<file path="config.mk">
export PLATFORM = sky130hd
export DESIGN_NAME = fmt_tracker
export DESIGN_NICKNAME = d
export VERILOG_FILES = /design/src/rtl/fmt_pkg.sv /design/src/rtl/fmt_low_guard.sv /design/src/rtl/fmt_pattern.sv /design/src/rtl/fmt_frame_ctl.sv /design/src/rtl/fmt_tracker.sv
export SDC_FILE = /design/constraint.sdc
export NUM_CORES = 1
export LEC_CHECK = 0
export ABC_AREA = 1
export BUFFER_PORTS_ARGS = -buffer_cell sky130_fd_sc_hd__buf_2
export CORE_ASPECT_RATIO = 1.4
export CORE_MARGIN = 3
export CORE_UTILIZATION = 30
export DETAILED_ROUTE_END_ITERATION = 16
export PLACE_DENSITY = 0.56
export SETUP_SLACK_MARGIN = 0.3
export SLEW_MARGIN = 0
export SYNTH_ARGS = -nofsm -noshare
export SYNTH_HDL_FRONTEND = slang
export SYNTH_SLANG_ARGS = --single-unit
</file>
<file path="constraint.sdc">
create_clock -name clk -period 1.7 [get_ports clk]
set_input_delay 0.17 -clock clk [delete_from_list [all_inputs] [get_ports clk]]
set_output_delay 0.17 -clock clk [all_outputs]
set_load 0.01 [all_outputs]
</file>
<file path="src/rtl/fmt_pkg.sv">
package fmt_pkg;

    typedef enum logic [2:0] {
        SYM_PAD   = 3'd0,
        SYM_SHORT = 3'd1,
        SYM_SYNC  = 3'd2,
        SYM_BYTE  = 3'd3,
        SYM_IDLE  = 3'd4,
        SYM_LOW   = 3'd5
    } sym_kind_e;

    // One-hot view of the incoming symbol, all zero when nothing valid arrives
    typedef struct packed {
        logic pad;
        logic short_p;
        logic sync;
        logic data;
        logic idle;
        logic low;
    } sym_dec_t;

    // Marker events found by the pattern stage in the current cycle
    typedef struct packed {
        logic start;
        logic wait_m;
        logic resp;
    } marks_t;

    function automatic sym_dec_t decode_sym(input logic valid, input logic [2:0] kind);
        sym_dec_t d;
        d         = '0;
        d.pad     = valid && (kind == SYM_PAD);
        d.short_p = valid && (kind == SYM_SHORT);
        d.sync    = valid && (kind == SYM_SYNC);
        d.data    = valid && (kind == SYM_BYTE);
        d.idle    = valid && (kind == SYM_IDLE);
        d.low     = valid && (kind == SYM_LOW);
        return d;
    endfunction

endpackage

</file>
<file path="src/rtl/fmt_low_guard.sv">
module fmt_low_guard
    import fmt_pkg::*;
(
    input  logic     clk,
    input  logic     rst,
    input  sym_dec_t dec,
    input  logic     wait_fire,
    output logic     sync_err
);

    // Set while the last accepted symbol allows a low period of any length
    logic accept_q;

    assign sync_err = dec.low && !accept_q;

    always_ff @(posedge clk) begin
        if (rst) begin
            accept_q <= 1'b0;
        end else if (dec.data || dec.short_p) begin
            accept_q <= 1'b1;
        end else if (dec.sync) begin
            accept_q <= wait_fire;
        end else if (dec.pad || dec.idle || sync_err) begin
            accept_q <= 1'b0;
        end
    end


    low_keep_chk: assert property (@(posedge clk) disable iff (rst)
        (dec.low && !sync_err) |=> accept_q);


    low_reject_chk: assert property (@(posedge clk) disable iff (rst)
        sync_err |=> !accept_q);

endmodule

</file>
<file path="src/rtl/fmt_pattern.sv">
module fmt_pattern
    import fmt_pkg::*;
#(
    parameter int SYNC_RUN = 3
) (
    input  logic     clk,
    input  logic     rst,
    input  sym_dec_t dec,
    input  logic     sync_err,
    output marks_t   marks
);

    localparam int CNT_W = $clog2(SYNC_RUN + 1);
    localparam logic [CNT_W-1:0] LAST_CNT = CNT_W'(SYNC_RUN - 1);

    logic [CNT_W-1:0] sync_cnt_q;
    logic             short_q;
    logic             armed_q;

    always_comb begin
        marks = '0;
        if (dec.sync) begin
            if (short_q) begin
                marks.wait_m = 1'b1;
            end else if (sync_cnt_q == LAST_CNT) begin
                marks.start = 1'b1;
            end
        end
        if (dec.data && armed_q) begin
            marks.resp = 1'b1;
        end
    end

    always_ff @(posedge clk) begin
        if (rst || dec.idle || sync_err) begin
            sync_cnt_q <= '0;
            short_q    <= 1'b0;
            armed_q    <= 1'b0;
        end else if (dec.short_p) begin
            sync_cnt_q <= '0;
            short_q    <= 1'b1;
        end else if (dec.sync) begin
            short_q <= 1'b0;
            if (short_q) begin
                sync_cnt_q <= '0;
                armed_q    <= 1'b1;
            end else if (sync_cnt_q == LAST_CNT) begin
                sync_cnt_q <= '0;
                armed_q    <= 1'b0;
            end else begin
                sync_cnt_q <= sync_cnt_q + 1'b1;
            end
        end else if (dec.data || dec.pad) begin
            sync_cnt_q <= '0;
            short_q    <= 1'b0;
            armed_q    <= 1'b0;
        end
    end


    sync_run_chk: assert property (@(posedge clk) disable iff (rst)
        sync_cnt_q < CNT_W'(SYNC_RUN));


    wait_arm_chk: assert property (@(posedge clk) disable iff (rst)
        marks.wait_m |=> armed_q);

endmodule

</file>
<file path="src/rtl/fmt_frame_ctl.sv">
module fmt_frame_ctl
    import fmt_pkg::*;
#(
    parameter int IDX_W  = 8,
    parameter int DATA_W = 8
) (
    input  logic              clk,
    input  logic              rst,
    input  sym_dec_t          dec,
    input  logic [DATA_W-1:0] sym_data,
    input  marks_t            marks,
    input  logic              sync_err,
    output logic              frame_start_o,
    output logic              wait_mark_o,
    output logic              frame_end_o,
    output logic              frame_err_o,
    output logic              byte_valid_o,
    output logic [DATA_W-1:0] byte_data_o,
    output logic [IDX_W-1:0]  byte_idx_o,
    output logic              byte_resp_o
);

    localparam logic [IDX_W-1:0] IDX_MAX = '1;

    logic             in_frame_q;
    logic [IDX_W-1:0] idx_q;
    logic             close_any;

    assign close_any = in_frame_q && (marks.start || marks.resp || dec.idle || sync_err);

    always_ff @(posedge clk) begin
        if (rst) begin
            in_frame_q    <= 1'b0;
            idx_q         <= '0;
            frame_start_o <= 1'b0;
            wait_mark_o   <= 1'b0;
            frame_end_o   <= 1'b0;
            frame_err_o   <= 1'b0;
            byte_valid_o  <= 1'b0;
            byte_data_o   <= '0;
            byte_idx_o    <= '0;
            byte_resp_o   <= 1'b0;
        end else begin
            frame_start_o <= marks.start;
            wait_mark_o   <= marks.wait_m;
            frame_end_o   <= close_any;
            frame_err_o   <= in_frame_q && sync_err;
            byte_valid_o  <= dec.data;
            byte_resp_o   <= marks.resp;
            if (dec.data) begin
                byte_data_o <= sym_data;
                byte_idx_o  <= idx_q;
            end
            if (marks.start || close_any) begin
                idx_q <= '0;
            end else if (dec.data && idx_q != IDX_MAX) begin
                idx_q <= idx_q + 1'b1;
            end
            if (marks.start) begin
                in_frame_q <= 1'b1;
            end else if (close_any) begin
                in_frame_q <= 1'b0;
            end
        end
    end


    err_with_end_chk: assert property (@(posedge clk) disable iff (rst)
        frame_err_o |-> frame_end_o);


    end_needs_open_chk: assert property (@(posedge clk) disable iff (rst)
        frame_end_o |-> $past(in_frame_q));


    resp_is_byte_chk: assert property (@(posedge clk) disable iff (rst)
        byte_resp_o |-> byte_valid_o);


    one_event_chk: assert property (@(posedge clk) disable iff (rst)
        $onehot0({frame_start_o, wait_mark_o, byte_valid_o}));

endmodule

</file>
<file path="src/rtl/fmt_tracker.sv">
module fmt_tracker
    import fmt_pkg::*;
#(
    parameter int SYNC_RUN = 3,
    parameter int IDX_W    = 8,
    parameter int DATA_W   = 8
) (
    input  logic              clk,
    input  logic              rst,
    input  logic              sym_valid,
    input  logic [2:0]        sym_kind,
    input  logic [DATA_W-1:0] sym_data,
    output logic              frame_start,
    output logic              wait_mark,
    output logic              frame_end,
    output logic              frame_err,
    output logic              byte_valid,
    output logic [DATA_W-1:0] byte_data,
    output logic [IDX_W-1:0]  byte_idx,
    output logic              byte_resp
);

    sym_dec_t dec;
    marks_t   marks;
    logic     sync_err;

    assign dec = decode_sym(sym_valid, sym_kind);

    fmt_low_guard u_guard (
        .clk       (clk),
        .rst       (rst),
        .dec       (dec),
        .wait_fire (marks.wait_m),
        .sync_err  (sync_err)
    );

    fmt_pattern #(.SYNC_RUN(SYNC_RUN)) u_pattern (
        .clk      (clk),
        .rst      (rst),
        .dec      (dec),
        .sync_err (sync_err),
        .marks    (marks)
    );

    fmt_frame_ctl #(.IDX_W(IDX_W), .DATA_W(DATA_W)) u_frame (
        .clk           (clk),
        .rst           (rst),
        .dec           (dec),
        .sym_data      (sym_data),
        .marks         (marks),
        .sync_err      (sync_err),
        .frame_start_o (frame_start),
        .wait_mark_o   (wait_mark),
        .frame_end_o   (frame_end),
        .frame_err_o   (frame_err),
        .byte_valid_o  (byte_valid),
        .byte_data_o   (byte_data),
        .byte_idx_o    (byte_idx),
        .byte_resp_o   (byte_resp)
    );

endmodule

</file>
# ---- After elaboration in Yosys (flattened, before gate mapping)
# Index checks and enable logic that the tools add are counted.
dict set report classes {
  muxes 20
  n_eq_ne 8
  reduce_logical 30
  add_sub_neg 2
  bitwise 1
}
# cell count
set ops {}
lappend ops {{2-to-1 mux 1 bit} 15}
lappend ops {{logical AND 1 bit} 11}
lappend ops {{logical OR 1 bit} 10}
lappend ops {{2-to-1 mux 2 bit} 5}
lappend ops {{adder 8 x 1 -> 8 bit (second input constant)} 1}
lappend ops {{!= test 8 bit (second input constant)} 1}
lappend ops {{== test 3 x 2 -> 1 bit (second input constant)} 2}
lappend ops {{== test 3 bit (second input constant)} 2}
lappend ops {{nonzero test 3 bit} 2}
lappend ops {{nonzero test 2 bit} 2}
lappend ops {{OR reduction 2 bit} 2}
lappend ops {{== test 3 x 1 -> 1 bit (second input constant)} 1}
lappend ops {{zero test 3 bit} 1}
lappend ops {{!= test 3 x 1 -> 1 bit (second input constant)} 1}
lappend ops {{AND reduction 3 bit} 1}
lappend ops {{adder 2 x 1 -> 2 bit (second input constant)} 1}
lappend ops {{== test 2 bit (second input constant)} 1}
lappend ops {{zero test 1 bit} 1}
lappend ops {{NOT 1 bit} 1}
dict set report word_totals {
  input_bits 14
  register_bits 36
  wordCells 75
}

# ---- Longest topological paths before layout
# Gate-level depths: netlist of the first run.
dict set report depth {
  word_depth 10
  depth_mapped 10
}

# ---- Cells and area by module
# A second synthesis of the first run with hierarchy kept.
dict set report hier_totals {
  hier_cells 228
  area_unflattened_um2 1570.3
}
# module cells_per_inst instances area_each_um2 seq_area_each_um2
set modules_own_cells {}
lappend modules_own_cells {fmt_frame_ctl 162 1 1209.9 620.6}
lappend modules_own_cells {fmt_pattern 39 1 230.2 80.1}
lappend modules_own_cells {fmt_low_guard 12 1 71.3 20.0}
lappend modules_own_cells {fmt_tracker 15 1 58.8 0.0}

# ---- Worst setup path before layout of the first run
# Ideal clock, no wire load.
dict set report synth_timing {
  path_type {register -> register}
  start {register u_frame.idx_q[1]}
  end {register u_frame.idx_q[7]}
  setup_ns 0.114
  n_path_buf 0
  arrival_time_ns 1.158
  stages_incl_launch_ff 9
  path_slack_ns 0.429
  required_time_ns 1.586
  period_less_slack_ns 1.271
  path_cell_list {dfxtp_1 ha_1 nand2_1 nor2_4 nand2_4 nand2_2 inv_1 a21oi_1 nor2_1}
}
dict set report synth_between {
  elab_chain_cells 2
}
# item line_no
set synth_lines {}
lappend synth_lines {{start: declaration} fmt_frame_ctl.sv:26} ;# logic [IDX_W-1:0] idx_q;
lappend synth_lines {{start signal: assignment} fmt_frame_ctl.sv:57} ;# idx_q <= idx_q + 1'b1;
lappend synth_lines {{branches (longest 2 deep; another with adder 8 x 1 -> 8 bit)} -}
# Several ways; the timed one is not identified.
# A chain may end at the register's enable or synchronous reset.

# ---- Worst setup path after layout of the first run
dict set report layout_timing {
  start {register u_frame.idx_q[1]}
  end {register u_frame.idx_q[5]}
}
# The elaborated chain is that of the path after synthesis.

==> results of run 1 <==
how the worst min path moves through the flow:
stage,from,to,slack (ns),cells past startpoint
floorplan,sym_data[0],u_frame.byte_data_o[0],0.30,2
global placement,sym_data[2],u_frame.byte_data_o[2],0.40,3
detailed placement,sym_data[5],u_frame.byte_data_o[5],0.40,3
CTS,sym_data[7],u_frame.byte_data_o[7],0.1,3
global route,sym_data[5],u_frame.byte_data_o[5],0.1,3
finish,sym_data[5],u_frame.byte_data_o[5],0.10,3
repair_timing:
action	4_1_cts	5_1_grt
pin swaps	1	2
gates resized for setup	2	6
endpoints found under the setup margin	3	5
setup buffers	1	6
power by group through the flow:
stage          registers [W]  clock network (W)  logic [W]
6_report            0.000867           0.000620   0.000118
3_3_place_gp        0.000888                  0   0.000116
2_1_floorplan       0.000893                  0  0.0000694
4_1_cts             0.000869           0.000646   0.000117
3_5_place_dp        0.000888                  0   0.000116
5_1_grt             0.000868           0.000677   0.000135
final cells by class:
class                      count  area, µm²
clock buffer                   8       90.1
tap                           64       80.1
fill                         533       3000
inverter                      21       78.8
multi-input combinational    147        731
sequential                    36        728
timing repair buffer          44        243
per-layer routing:
| layer | vias up | part of all wire, % | global-route usage [%] |
|---|---|---|---|
| li1 | 754 | - | - |
| met4 | 0 | 1.6 | 3.55 |
| met3 | 6 | 6.0 | 5.20 |
| met5 | - | 0 | 0 |
| met2 | 31 | 50 | 21.5 |
| met1 | 642 | 42 | 13.1 |
sequential cells by signal (all words and copies together), names as in the netlist, 2 cells and up:
register	flops
u_pattern.sync_cnt_q	2
u_frame.byte_idx_o	8
u_frame.byte_data_o	8
u_frame.idx_q	8
tightest hold or removal path, cell delays in order:
cell and delay, ns:
buf_2 0.08, nor2_1 0.03, nor2_1 0.08
through the flow:
stage	hold slack (ns)	cells	worst slack, ns
global placement	0.398	305	0.318
finish	0.101	320	0.444
CTS	0.0973	314	0.309
floorplan	0.305	210	0.429
detailed placement	0.401	305	0.277
global route	0.0992	320	0.276
layout by cell type (no fill, tap or decap), drive strengths merged:
master,count
nor2,48
nand2,45
buf,44
dfxtp,36
inv,21
o21ai,19
nand3,12
a21oi,11
clkbuf,8
nand4,4
nand3b,2
a211oi,2
or2,1
o22ai,1
nor3,1
ha,1
cells by family after synthesis:
| family | after synthesis | share of synthesized area [%] |
|---|---|---|
| AO/OA/AOI/OAI | 33 | 11.3 |
| adder cells (fa/ha/maj) | 1 | 0.799 |
| buffers and inverters | 27 | 8.55 |
| flip-flops | 36 | 46.0 |
| AND/OR/NAND/NOR | 113 | 33.3 |
==> impl_metrics.env, run 1 <==
export IMPL_h_tree_depth=2
export IMPL_diodes=0
export IMPL_antenna_found_initial=0
export IMPL_period_minus_slack_ns=1.26
export IMPL_r2r_cells=9
export IMPL_ant_nets=0
export IMPL_ys_warn_count=0
export IMPL_min_path_type="in2reg"
export IMPL_slew_limit_headroom_pct=69.4
export IMPL_r2r_setup_slack_ns=0.44
export IMPL_synth_area_um2=1570
export IMPL_insertion_delay_ns=0.29
export IMPL_clock_sinks=36
export IMPL_syn_nets=225
export IMPL_gp_congestion=0.794
export IMPL_cts_root_buf="clkbuf_8"
export IMPL_cts_hold_buf=0
export IMPL_cp_depth=9
export IMPL_finalSetupTns_ns=0
export IMPL_skew_ns=0.00608
export IMPL_synthTopCellsByCount="44 x nor2_1, 40 x nand2_1, 36 x dfxtp_1, 21 x inv_1, 14 x o21ai_0"
export IMPL_clkPwrFrac_pct=38.7
export IMPL_critPathTopFamily="simple AND/OR/NAND/NOR gates"
export IMPL_grt_pass1_vias=1415
export IMPL_maxSlewViolCount=0
export IMPL_fmax_mhz=796
export IMPL_crit_fanout=5
export IMPL_die_area_um2=6130
export IMPL_max_stage_delay_ns=0.37
export IMPL_synth_seq_cells=36
export IMPL_synth_top_cells_by_area="dfxtp_1 46%, nor2_1 11%, nand2_1 9.6%, inv_1 5.0%, o21ai_0 4.5%"
export IMPL_synthCells=210
export IMPL_startpoint="u_frame.idx_q[1]"
export IMPL_hold_violations=0
export IMPL_synth_edf_count=0
export IMPL_avgSynthCellArea_um2=7.45
export IMPL_worstPathCellList="ha_4 -> nand2_2 -> nor2_4 -> nand2_4 -> buf_4 -> nand3_1 -> nand2_1 -> nand2_1 -> nor2_1"
export IMPL_critPathSlowestCell="dfxtp_4"
export IMPL_end_kind="flop"
export IMPL_startpoint_type="flop"
export IMPL_drc=0
export IMPL_power_density_nw_per_um2=823
export IMPL_cap_violations=0
export IMPL_p_seq_share_pct=54.0
export IMPL_path_class="reg2reg"
export IMPL_cts_tree="done"
export IMPL_num_vias=1433
export IMPL_cp_data_arrival_time_ns=1.44
export IMPL_grt_pass1_wl_um=5910
export IMPL_finalWirelength_um=3490
export IMPL_p_total_w=0.00160
export IMPL_async_reset_ff_share_pct=0
export IMPL_dpl_instance_area_um2=1780
export IMPL_yosysTopAreaCell="dfxtp_1"
export IMPL_sw_frac_of_total_pct=23.2
export IMPL_synth_top_area_share_pct=46.0
export IMPL_drive_gt1_share_pct=25.4
export IMPL_die_x_um=67.0
export IMPL_grt_max_degree=18
export IMPL_crit_end="u_frame.idx_q[5]"
export IMPL_yosys_cell_types_count=25
export IMPL_r2r_start="u_frame.idx_q[1]"
export IMPL_viasPerCell=4.48
export IMPL_finalSetupViolCount=0
export IMPL_outcome="complete, no violations"
export IMPL_crit_top_cell="nand2_1"
export IMPL_power_internal_w=0.00123
export IMPL_synth_most_common_cell="nor2_1"
export IMPL_core_area_um2=4950
export IMPL_yosys_most_used_dff="dfxtp_1"
export IMPL_die_height_um=91.5
export IMPL_cp_num_buf_inv=1
export IMPL_rows=30
export IMPL_area_delta_synth_final_pct=24.6
export IMPL_worst_pin_slew_ns=0.458
export IMPL_p_comb_share_pct=7.3
export IMPL_dr_pass1_iters=4
export IMPL_port_buffers=35
export IMPL_cts_buffers=5
export IMPL_finalCritPeriodShare_pct=73.9
export IMPL_grt_usage_pct=12.3
export IMPL_cts_path_max_buffers=2
export IMPL_grt_ovfl_total=0
export IMPL_p_leak_nw=0.886
export IMPL_final_area_um2=1950
export IMPL_post_route_util_pct=39.4
export IMPL_rsz0062_at_grt="no"
export IMPL_start_util_pct=31.6
export IMPL_wl_per_cell_um=10.9
export IMPL_ios=36
export IMPL_drtIter0Drc=103
export IMPL_ir_worst_vdd_mv=0.420
export IMPL_dp_hpwl_um=2540
export IMPL_final_nets=270
export IMPL_p_sw_w=0.000373
export IMPL_r2r_end="u_frame.idx_q[5]"
export IMPL_yosysSeqAreaShare_pct=46.0
export IMPL_cts_clk_slew_worst_paths_ns=0.07
export IMPL_crit_required_ns=1.89
(Power assumes the default switching activity.)
==> run 2, diff against run 1 <==
Clock period 1.7 ns to 1.3 ns, I/O delays scaled along.
==> run 2 against run 1 <==
Against the previous run: largest power group unchanged; die area did not move; critical path type unchanged; critical path depth did not move; design area rose by 5.8%; combinational power rose by 46%.
==> impl_metrics.env, run 2 (same netlist as run 1, synthesis figures left out) <==
export IMPL_area_delta_synth_final_pct=31.9
export IMPL_cts_path_max_buffers=2
export IMPL_p_comb_share_pct=7.9
export IMPL_grt_pass1_wl_um=5830
export IMPL_fillers=526
export IMPL_h_tree_depth=2
export IMPL_cts_root_buf="clkbuf_8"
export IMPL_antenna_found_initial=0
export IMPL_start_util_pct=31.6
export IMPL_finalWirelength_um=3430
export IMPL_die_area_um2=6130
export IMPL_die_x_um=67.0
export IMPL_gp_congestion=0.759
export IMPL_r2r_end="u_frame.idx_q[4]"
export IMPL_maxSlewViolCount=0
export IMPL_post_route_util_pct=41.7
export IMPL_path_class="reg2reg"
export IMPL_rows=30
export IMPL_p_leak_nw=0.953
export IMPL_grt_pass1_vias=1379
export IMPL_finalSetupViolCount=0
export IMPL_grt_ovfl_total=0
export IMPL_finalSetupTns_ns=0
export IMPL_sw_frac_of_total_pct=22.6
export IMPL_dp_hpwl_um=2610
export IMPL_core_area_um2=4950
export IMPL_hold_violations=0
export IMPL_min_path_type="in2reg"
export IMPL_wl_per_cell_um=10.5
export IMPL_worst_pin_slew_ns=0.314
export IMPL_final_nets=275
export IMPL_cts_buffers=5
export IMPL_cts_clk_slew_worst_paths_ns=0.07
export IMPL_power_internal_w=0.00168
export IMPL_die_height_um=91.5
export IMPL_skew_ns=0.00455
export IMPL_cts_hold_buf=0
export IMPL_grt_usage_pct=12.0
export IMPL_port_buffers=35
export IMPL_cts_tree="done"
export IMPL_r2r_cells=9
export IMPL_num_vias=1429
export IMPL_ant_nets=0
export IMPL_r2r_setup_slack_ns=0.05
export IMPL_crit_fanout=3
export IMPL_rsz0062_at_grt="yes"
export IMPL_grt_max_degree=21
export IMPL_startpoint_type="flop"
export IMPL_p_seq_share_pct=52.1
export IMPL_startpoint="u_frame.idx_q[0]"
export IMPL_drc=0
export IMPL_finalCritPeriodShare_pct=95.9
export IMPL_period_minus_slack_ns=1.25
export IMPL_ios=36
export IMPL_crit_required_ns=1.52
export IMPL_cap_violations=0
export IMPL_top_regs="u_frame.byte_data_o: 8 flops, u_frame.byte_idx_o: 8 flops, u_frame.idx_q: 8 flops"
export IMPL_ir_worst_vdd_mv=0.657
export IMPL_layout_common_cells="42 x nor2_1, 38 x nand2_1, 35 x buf_2, 31 x dfxtp_1, 18 x inv_1"
export IMPL_insertion_delay_ns=0.28
export IMPL_dr_pass1_iters=4
export IMPL_clkPwrFrac_pct=40.0
export IMPL_power_density_nw_per_um2=1060
export IMPL_drtIter0Drc=65
export IMPL_crit_end="u_frame.idx_q[4]"
export IMPL_p_sw_w=0.000493
export IMPL_outcome="complete, no violations"
export IMPL_clock_sinks=36
export IMPL_diodes=0
export IMPL_drive_gt1_share_pct=32.6
export IMPL_layout_commonest_cell="nor2_1"
export IMPL_end_kind="flop"
export IMPL_slew_limit_headroom_pct=79.1
export IMPL_fmax_mhz=802
export IMPL_p_total_w=0.00218
export IMPL_viasPerCell=4.40
export IMPL_r2r_start="u_frame.idx_q[0]"
export IMPL_cp_data_arrival_time_ns=1.47
-- run 2: cell types whose count changed in the layout (fill, tap and decap cells not counted), moves of 2 or more --
cell / previous run / this run
dfxtp_2: 0 / 4
buf_4: 9 / 12
dfxtp_1: 34 / 31
inv_1: 21 / 18
nand3_1: 12 / 9
nand3_2: 0 / 3
inv_2: 0 / 2
nor2_1: 44 / 42
-- run 2: what timing repair did --
item | 4_1_cts | 5_1_grt
pin swaps | 3 | 13
resized for setup | 4 | 12
setup buffers | 4 | 2
setup endpoints to repair | 10 | 15
cloned | 0 | 0
-- run 2: through the flow --
stage / cells / cell area [µm²] / hold WS (ns) / worst slack, ns
finish: 325 / 2060 / 0.0638 / 0.0534
global route: 325 / 2060 / 0.0665 / -0.0413
floorplan: 210 / 1600 / 0.265 / 0.132
global placement: 311 / 1870 / 0.355 / 0.0736
CTS: 323 / 2020 / 0.0599 / 0.0998
detailed placement: 311 / 1870 / 0.359 / 0.0426
-- run 2: worst max-delay path, stage by stage, from the launching register on --
cell and delay, ns:
dfxtp_2 0.35, ha_4 0.15, nand2_4 0.06, nor2_4 0.14, buf_4 0.12, buf_4 0.09
nand3_1 0.07, nand2_1 0.06, nand2_1 0.05, nor2_1 0.08
-- run 2: final cells by class --
class / count / area, µm² / area share [%]
Tap cell: 64 / 80.1 / 3.88
Timing Repair Buffer: 49 / 297 / 14.4
Clock buffer: 7 / 97.6 / 4.73
Clock inverter: 1 / 5.00 / 0.242
Multi-Input combinational cell: 147 / 774 / 37.5
Sequential cell: 36 / 729 / 35.3
Inverter: 21 / 81.3 / 3.94
-- run 2: worst min path at each step --
stage,cells past startpoint,start,end,slack (ns)
floorplan,2,sym_data[0],u_frame.byte_data_o[0],0.26
global placement,3,sym_data[5],u_frame.byte_data_o[5],0.36
detailed placement,3,sym_data[4],u_frame.byte_data_o[4],0.36
CTS,3,sym_data[4],u_frame.byte_data_o[4],0.06
global route,3,sym_data[4],u_frame.byte_data_o[4],0.07
finish,3,sym_data[4],u_frame.byte_data_o[4],0.06
-- run 2: power groups by stage --
stage          Sequential (W)  Clock (W)  Combinational (W)
6_report              0.00114   0.000870           0.000172
5_1_grt               0.00114   0.000952           0.000194
4_1_cts               0.00113   0.000901           0.000169
3_5_place_dp          0.00116          0           0.000162
3_3_place_gp          0.00116          0           0.000163
2_1_floorplan         0.00117          0          0.0000916
-- run 2: per-layer routing --
metal  vias up  GRT usage (%)  part of all wire [%]
met4         0           4.06                   1.4
met2        29           20.9                    51
li1        770              -                     -
met1       625           13.6                    44
met3         5           3.59                   4.3
met5         -              0                     0
==> run 3, diff against run 2 <==
Settings changed: CORE_UTILIZATION 30 to 52, PLACE_DENSITY 0.56 to 0.83.
==> run 3 against run 2 <==
Against the previous run: combinational power barely moved; fmax fell by 1.4%; critical path depth fell by 3; routed wire length rose by 7.7%; largest power group unchanged.
==> impl_metrics.env, run 3 (same netlist as run 1, synthesis figures left out) <==
export IMPL_outcome="complete, no violations"
export IMPL_die_area_um2=3710
export IMPL_startpoint_type="flop"
export IMPL_multi_input_area_um2=803
export IMPL_drtIter0Drc=61
export IMPL_die_height_um=70.9
export IMPL_grt_pass1_wl_um=6000
export IMPL_grt_usage_pct=21.2
export IMPL_max_stage_delay_ns=0.37
export IMPL_fmax_mhz=791
export IMPL_worstPathCellList="ha_4 -> nand2_4 -> buf_4 -> buf_4 -> o21ai_0 -> nor2_1"
export IMPL_cts_tree="done"
export IMPL_final_nets=275
export IMPL_ant_nets=0
export IMPL_grt_max_degree=23
export IMPL_wl_per_cell_um=12.4
export IMPL_gp_congestion=0.818
export IMPL_ios=36
export IMPL_grt_ovfl_total=0
export IMPL_top_regs="u_frame.byte_data_o: 8 flops, u_frame.byte_idx_o: 8 flops, u_frame.idx_q: 8 flops"
export IMPL_p_leak_nw=0.947
export IMPL_drc=0
export IMPL_period_minus_slack_ns=1.26
export IMPL_cap_violations=0
export IMPL_crit_required_ns=1.52
export IMPL_antenna_found_initial=0
export IMPL_drive_gt1_share_pct=35.6
export IMPL_finalWirelength_um=3690
export IMPL_diodes=0
export IMPL_worst_pin_slew_ns=0.237
export IMPL_cts_clk_slew_worst_paths_ns=0.10
export IMPL_rows=22
export IMPL_dr_pass1_iters=4
export IMPL_cts_path_max_buffers=2
export IMPL_cts_root_buf="clkbuf_4"
export IMPL_maxSlewViolCount=0
export IMPL_start_util_pct=56.9
export IMPL_finalCritPeriodShare_pct=97.3
export IMPL_dp_hpwl_um=2530
export IMPL_cts_buffers=5
export IMPL_num_vias=1536
export IMPL_insertion_delay_ns=0.34
export IMPL_end_kind="flop"
export IMPL_critPathSlowestCell="dfxtp_2"
export IMPL_core_area_um2=2750
export IMPL_viasPerCell=5.17
export IMPL_finalSetupTns_ns=0
export IMPL_holdWs_ns=0.0215
export IMPL_layout_common_cells="40 x nor2_1, 35 x nand2_1, 35 x buf_2, 30 x dfxtp_1, 17 x inv_1"
export IMPL_path_class="reg2reg"
export IMPL_area_delta_synth_final_pct=29.0
export IMPL_min_path_type="in2reg"
export IMPL_fillers=224
export IMPL_grt_pass1_vias=1472
export IMPL_h_tree_depth=2
export IMPL_slew_limit_headroom_pct=84.1
export IMPL_crit_fanout=2
export IMPL_finalSetupViolCount=0
export IMPL_port_buffers=35
export IMPL_regArea_um2=731
export IMPL_hold_violations=0
export IMPL_die_x_um=52.4
export IMPL_crit_top_cell="buf_4"
export IMPL_ir_worst_vdd_mv=0.721
export IMPL_rsz0062_at_grt="yes"
export IMPL_skew_ns=0.0142
export IMPL_layout_commonest_cell="nor2_1"
export IMPL_cts_hold_buf=0
export IMPL_power_density_nw_per_um2=951
export IMPL_cp_data_arrival_time_ns=1.48
export IMPL_clock_sinks=36
run 3: cell count changes in the layout (fill, tap and decap cells not counted), moves of 2 or more:
cell	change
clkbuf_4	+5
clkbuf_8	-4
nand2_1	-3
nand2_2	+3
nor2_1	-2
nor2_2	+2
run 3: report_power, final:
part	internal (W)	leakage, nW	total [W]	switching (W)
sequential	0.00112	0.295	0.00113	0.0000114
combinational	0.0000678	0.620	0.000172	0.000104
clock	0.000267	0.0326	0.000615	0.000348
total	0.00146	0.947	0.00192	0.000463
run 3: final timing paths:
kind | end | slack, ns | depth (start not counted) | start
setup / recovery | u_frame.idx_q[2] | 0.04 | 6 | u_frame.idx_q[0]
hold / removal | u_frame.byte_data_o[3] | 0.02 | 3 | sym_data[3]
setup reg to reg | u_frame.idx_q[2] | 0.04 | 6 | u_frame.idx_q[0]
hold reg to reg | u_pattern.armed_q | 0.47 | 2 | u_pattern.armed_q
run 3: layer usage:
layer | part of all wire [%] | GRT usage, % | up-vias
met5 | 0 | 0 | -
met3 | 5.7 | 6.32 | 12
li1 | - | - | 771
met2 | 54 | 38.0 | 42
met1 | 37 | 21.6 | 711
met4 | 2.7 | 9.66 | 0
run 3: area by class of cell:
cell class              instances  area share (%)
repair buffers                 49            14.9
well taps                      36            2.23
clock buffers                   8            2.91
multi-input cells             147            39.8
flip-flops and latches         36            36.2
inverters                      21            4.03
run 3: repair_timing:
action | 4_1_cts | 5_1_grt
cloned | 0 | 0
setup endpoints to repair | 9 | 14
pin swaps | 8 | 9
buffers inserted | 5 | 3
resized for setup | 8 | 19
run 3: worst max-delay path: cells and delay by family, from the launching register on:
kind | cells | cell delay (ns)
adder cells (fa/ha/maj) | 1 | 0.16
AO/OA/AOI/OAI | 1 | 0.21
flip-flops | 1 | 0.37
buffers and inverters | 2 | 0.28
AND/OR/NAND/NOR | 2 | 0.14
run 3: metrics by stage:
stage | total power, W | util, % | worst slack, ns | cell area [µm²] | instances
after floorplan | 0.00126 | - | 0.132 | 1600 | 210
after global placement | 0.00132 | 66.1 | 0.0884 | 1820 | 281
final | 0.00192 | 73.4 | 0.0357 | 2020 | 297
after CTS | 0.00192 | 70.6 | 0.0855 | 1940 | 294
after detailed placement | 0.00132 | 66.1 | 0.0330 | 1820 | 281
after global routing | 0.00200 | 73.4 | 0.000291 | 2020 | 297
